[src/rtl/enc_pkg.sv]
package enc_pkg;

  typedef enum logic [1:0] {
    FMT_SIGNMAG = 2'd0,
    FMT_ONESC   = 2'd1,
    FMT_TWOSC   = 2'd2,
    FMT_BIASED  = 2'd3
  } fmt_e;

endpackage

[src/rtl/enc_decode.sv]
module enc_decode #(
  parameter int WIDTH     = 8,
  parameter int IW        = WIDTH + 2,
  parameter int BIAS_CODE = 127
) (
  input  logic [WIDTH-1:0]     code_i,
  input  enc_pkg::fmt_e        fmt_i,
  output logic signed [IW-1:0] value_o,
  output logic                 negzero_o
);
  localparam int MAGW = WIDTH - 1;
  localparam logic [IW-1:0] BIAS_V = IW'(BIAS_CODE);

  // two's-complement negation: keep bits up to the lowest 1, invert above
  function automatic logic [IW-1:0] negate(input logic [IW-1:0] x);
    logic [IW-1:0] r;
    logic          seen;
    seen = 1'b0;
    for (int i = 0; i < IW; i++) begin
      r[i] = seen ? ~x[i] : x[i];
      if (x[i]) seen = 1'b1;
    end
    return r;
  endfunction

  logic                 sign_bit;
  logic [IW-1:0]        mag_ext;
  logic [IW-1:0]        sext;
  logic signed [IW-1:0] value_d;
  logic                 nz_d;

  always_comb begin
    sign_bit = code_i[WIDTH-1];
    mag_ext  = IW'(code_i[MAGW-1:0]);
    sext     = {{(IW-WIDTH){sign_bit}}, code_i};
    value_d  = '0;
    nz_d     = 1'b0;
    case (fmt_i)
      enc_pkg::FMT_SIGNMAG: begin
        value_d = sign_bit ? negate(mag_ext) : mag_ext;
        nz_d    = sign_bit && (code_i[MAGW-1:0] == '0);
      end
      enc_pkg::FMT_ONESC: begin
        value_d = sign_bit ? sext + IW'(1) : sext;
        nz_d    = &code_i;
      end
      enc_pkg::FMT_TWOSC: begin
        value_d = sext;
      end
      default: begin
        value_d = IW'(code_i) - BIAS_V;
      end
    endcase

    if (nz_d) begin
      assert_negzero_is_zero_R6: assert (value_d == '0)
        else $error("negative zero decoded to nonzero value");
    end
    if ((fmt_i != enc_pkg::FMT_BIASED) && sign_bit && !nz_d) begin
      assert_sign_bit_negative_R2: assert (value_d[IW-1])
        else $error("sign bit set but value not negative");
    end
  end

  assign value_o   = value_d;
  assign negzero_o = nz_d;

endmodule

[src/rtl/enc_encode.sv]
module enc_encode #(
  parameter int WIDTH     = 8,
  parameter int IW        = WIDTH + 2,
  parameter int BIAS_CODE = 127
) (
  input  logic signed [IW-1:0] value_i,
  input  enc_pkg::fmt_e        fmt_i,
  output logic [WIDTH-1:0]     code_o,
  output logic                 unrep_o
);
  localparam logic signed [IW-1:0] SYM_MAX = IW'((1 << (WIDTH - 1)) - 1);
  localparam logic signed [IW-1:0] SYM_MIN = -SYM_MAX;
  localparam logic signed [IW-1:0] TC_MIN  = IW'(-(1 << (WIDTH - 1)));
  localparam logic signed [IW-1:0] XS_MIN  = IW'(-BIAS_CODE);
  localparam logic signed [IW-1:0] XS_MAX  = IW'((1 << WIDTH) - 1 - BIAS_CODE);
  localparam logic signed [IW-1:0] BIAS_V  = IW'(BIAS_CODE);

  logic                 neg;
  logic [WIDTH-2:0]     mag;
  logic [WIDTH-1:0]     code_d;
  logic                 fits;
  logic signed [IW-1:0] minus_one;
  logic signed [IW-1:0] shifted;

  always_comb begin
    neg       = value_i[IW-1];
    mag       = neg ? (WIDTH-1)'(-value_i) : (WIDTH-1)'(value_i);
    minus_one = value_i - IW'(1);
    shifted   = value_i + BIAS_V;
    code_d    = '0;
    fits      = 1'b0;
    case (fmt_i)
      enc_pkg::FMT_SIGNMAG: begin
        fits   = (value_i >= SYM_MIN) && (value_i <= SYM_MAX);
        code_d = {neg, mag};
      end
      enc_pkg::FMT_ONESC: begin
        fits   = (value_i >= SYM_MIN) && (value_i <= SYM_MAX);
        code_d = neg ? WIDTH'(minus_one) : WIDTH'(value_i);
      end
      enc_pkg::FMT_TWOSC: begin
        fits   = (value_i >= TC_MIN) && (value_i <= SYM_MAX);
        code_d = WIDTH'(value_i);
      end
      default: begin
        fits   = (value_i >= XS_MIN) && (value_i <= XS_MAX);
        code_d = WIDTH'(shifted);
      end
    endcase

    if (fits && !neg && (fmt_i != enc_pkg::FMT_BIASED)) begin
      assert_nonneg_msb_clear_R1: assert (code_d[WIDTH-1] == 1'b0)
        else $error("non-negative value encoded with MSB set");
    end
  end

  assign code_o  = fits ? code_d : '0;
  assign unrep_o = !fits;

endmodule

[src/rtl/enc_convert.sv]
module enc_convert #(
  parameter int WIDTH     = 8,
  parameter int FRAC_BITS = 0,
  parameter int BIAS      = 127
) (
  input  logic [WIDTH-1:0] code_i,
  input  logic [1:0]       src_fmt_i,
  input  logic [1:0]       dst_fmt_i,
  output logic [WIDTH-1:0] code_o,
  output logic             unrep_o,
  output logic             negzero_o
);
  localparam int IW        = WIDTH + 2;
  localparam int BIAS_CODE = BIAS << FRAC_BITS;

  enc_pkg::fmt_e        src_fmt;
  enc_pkg::fmt_e        dst_fmt;
  logic signed [IW-1:0] mid_value;
  logic [WIDTH-1:0]     enc_code;
  logic                 enc_unrep;
  logic                 same_fmt;

  assign src_fmt  = enc_pkg::fmt_e'(src_fmt_i);
  assign dst_fmt  = enc_pkg::fmt_e'(dst_fmt_i);
  assign same_fmt = (src_fmt_i == dst_fmt_i);

  enc_decode #(.WIDTH(WIDTH), .IW(IW), .BIAS_CODE(BIAS_CODE)) u_dec (
    .code_i   (code_i),
    .fmt_i    (src_fmt),
    .value_o  (mid_value),
    .negzero_o(negzero_o)
  );

  enc_encode #(.WIDTH(WIDTH), .IW(IW), .BIAS_CODE(BIAS_CODE)) u_enc (
    .value_i(mid_value),
    .fmt_i  (dst_fmt),
    .code_o (enc_code),
    .unrep_o(enc_unrep)
  );

  assign code_o  = same_fmt ? code_i : enc_code;
  assign unrep_o = same_fmt ? 1'b0 : enc_unrep;

  always_comb begin
    if (unrep_o) begin
      assert_unrep_zero_out_R7: assert (code_o == '0)
        else $error("unrepresentable value left a nonzero code");
    end
    if (src_fmt_i == dst_fmt_i) begin
      assert_same_fmt_pass_R8: assert ((code_o == code_i) && !unrep_o)
        else $error("same-format conversion altered the code");
    end
  end

endmodule

[config.mk]
export PLATFORM = sky130hd
export DESIGN_NAME = enc_convert
export DESIGN_NICKNAME = d
export VERILOG_FILES = /design/src/rtl/enc_pkg.sv /design/src/rtl/enc_decode.sv /design/src/rtl/enc_encode.sv /design/src/rtl/enc_convert.sv
export SDC_FILE = /design/constraint.sdc
export NUM_CORES = 1
export LEC_CHECK = 0
export ABC_CLOCK_PERIOD_IN_PS = 7200
export CAP_MARGIN = 15
export CELL_PAD_IN_SITES_DETAIL_PLACEMENT = 0
export CELL_PAD_IN_SITES_GLOBAL_PLACEMENT = 1
export CORE_MARGIN = 4
export CORE_UTILIZATION = 30
export DETAILED_ROUTE_END_ITERATION = 10
export PLACE_DENSITY_LB_ADDON = 0.15
export SLEW_MARGIN = 20
export SYNTH_ARGS = -nofsm -noshare
export SYNTH_HDL_FRONTEND = slang
export SYNTH_SLANG_ARGS = --single-unit
[constraint.sdc]
create_clock -name vclk -period 7.2
set_clock_uncertainty 0.1 [all_clocks]
set_input_delay 1.08 -clock vclk [all_inputs]
set_output_delay 1.08 -clock vclk [all_outputs]
set_load 0.02 [all_outputs]
==> run summary <==
status -> completed
Fill cells -> 396
critical-path cell list -> clkdlybuf4s50_1, inv_1, ha_1, ha_1, ha_1, ha_1, ha_1, ha_1, inv_1, o211ai_1, and2_1, nor3_1, o21a_1, nor3_1, o41ai_2, clkdlybuf4s50_1
first-pass GRT wire length -> 5.313 mm
number of sequential cells -> 0
relative slew slack -> 51.18%
TritonRoute pass-1 iters -> 4
ant diodes -> 0
initial antenna violation count -> 0
maximum vdd ir drop -> 0.00004472 V
fin crit period -> 6.223 ns
Hold Fails Final Rpt -> 0
drc violations -> 0
Ys Warns -> 0
Leakage -> 0.5242 nW
post_cts resized -> 0
pwr/cell area -> 86.56 nW/µm²
final period utilization -> 86.43%
syn_nets -> 177
final setup TNS -> 0 ns
Setup Fix Bufs, Post-CTS -> 0
Crit-path slowest cell -> clkdlybuf4s50_1
worst endpoint data arrival time -> 5.04 ns
global route overflow -> 0
critical path peak fanout -> 6
# nets final -> 191
initial detailed-routing violation count -> 61
detailed-route via count -> 1222
Slew Viols, Final -> 0
Die H -> 68.89 µm
Synth top area share -> 12.37%
Ports -> 22
Vias/cell -> 5.764
Fmax -> 0.1607 GHz
vias in the first global route -> 1141
gr usage total -> 14.12%
CP Data Required Time -> 6.02 ns
sequential share of the synthesized area -> 0%
syn avg cell area -> 7.223 µm²
Storage cell area -> 0 µm²
Port Buffers -> 22
Hold Buf Count CTS -> 0
Slew @ Worst Pin -> 0.7316 ns
max-cap viol count -> 0
WL per Instance -> 14.98 µm
HPWL after DPL -> 2.403 mm
Initial Util -> 32.07%
Synth-to-Final Area Change -> 21.03%
critical path endpoint category -> primary output
Tightest Hold Check Type -> input pin to primary output
Crit Path Category -> input pin to primary output
unrepaired setup endpoints after global routing -> no
# rows -> 21
mapped cell area -> 1112 µm²
largest net degree at the start of global routing -> 19
CORE AREA -> 3468 µm²
post-synth top area cell -> ha_1
Most common cell on crit path -> ha_1
pre-CTS setup slack -> 0.9952 ns
WL final -> 3.176 mm
hold_ws -> 3.279 ns
Die Width -> 68.89 µm
Placer Congestion -> 0.8308
Routed Antenna Nets -> 0
library cells used by synthesis -> 54
count of final setup violators -> 0
clkbuf count -> 0
die area -> 4746 µm²
layout cell share with drive strength beyond 1 -> 7.831%
CP max stage delay -> 0.66 ns
synth top area cells -> ha_1 (12%), mux2i_1 (5.4%), nand2_1 (4.7%)
Gate Count Post-Synth -> 154
CP Launch Type -> input pin
Setup WS post-layout -> 0.9774 ns
==> area by class of cell <==
class,instances,area (µm²),share of cell area (%)
Multi-Input combinational cell,131,1016,75.46
Timing Repair Buffer,23,227.7,16.91
Tap cell,46,57.56,4.275
Inverter,12,45.04,3.346
==> cell families (layout without fill, tap and decap cells) <==
kind of cell	Yosys count	in the layout	synth area share [%]
xor+xnor	9	9	7.087
fa+ha+maj	11	11	12.37
compound gates	40	40	31.95
mux	9	9	8.998
buf+inv	23	35	8.886
simple gates	62	62	30.71
==> through the flow <==
step / utilization, % / area (µm²) / total power (W) / instances
after global placement: 38.74 / 1344 / 0.0001163 / 212
after floorplan: - / 1112 / 0.00007790 / 154
after CTS: 38.74 / 1344 / 0.0001172 / 212
after detailed placement: 38.74 / 1344 / 0.0001162 / 212
after global routing: 38.82 / 1346 / 0.0001282 / 212
final: 38.82 / 1346 / 0.0001165 / 212
==> power by group <==
group          leakage, nW  internal [W]  switching, W  total (W)
registers                0             0             0          0
logic                0.524     0.0000502     0.0000664   0.000117
clock network            0             0             0          0
==> per-layer routing <==
| metal | GRT usage [%] | vias to the layer above | part of all wire [%] |
|---|---|---|---|
| li1 | - | 604 | - |
| met3 | 0 | 0 | 4.0 |
| met4 | 0 | 0 | 0 |
| met5 | 0 | - | 0 |
| met1 | 20.00 | 580 | 49 |
| met2 | 25.48 | 38 | 47 |
==> layout by cell type (no fill, tap or decap), drive strengths merged, types with 6 or more instances in the layout <==
| cell type | instances |
|---|---|
| clkdlybuf4s50 | 22 |
| ha | 11 |
| inv | 12 |
| mux2i | 7 |
| nand2 | 14 |
| nor2 | 8 |
| nor3 | 9 |
| o31ai | 6 |
| xor2 | 6 |
==> worst max-delay path: cells and delay by family <==
family,cells,cell delay [ns]
adder cells (fa/ha/maj),6,1.11
AND/OR/NAND/NOR,3,0.77
AO/OA/AOI/OAI,3,0.68
buffers and inverters,4,1.39
==> cells in the mapped netlist, drive strengths merged (3+ instances only) <==
cell    number
nand2       14
o21a         4
clkbuf       5
o211ai       5
nor2         8
nor3         9
mux2i        7
nand4        5
o21ai        4
ha          11
and2         3
xor2         6
o31ai        6
nand2b       3
xnor2        3
nand3        5
inv         12
a311oi       3
buf          6
==> worst paths after layout <==
path,from,endpoint,cells past startpoint
worst max-delay path,code_i[1],code_o[6],16
worst min-delay path,code_i[0],code_o[0],4
Power figures use the tool's default switching activity.
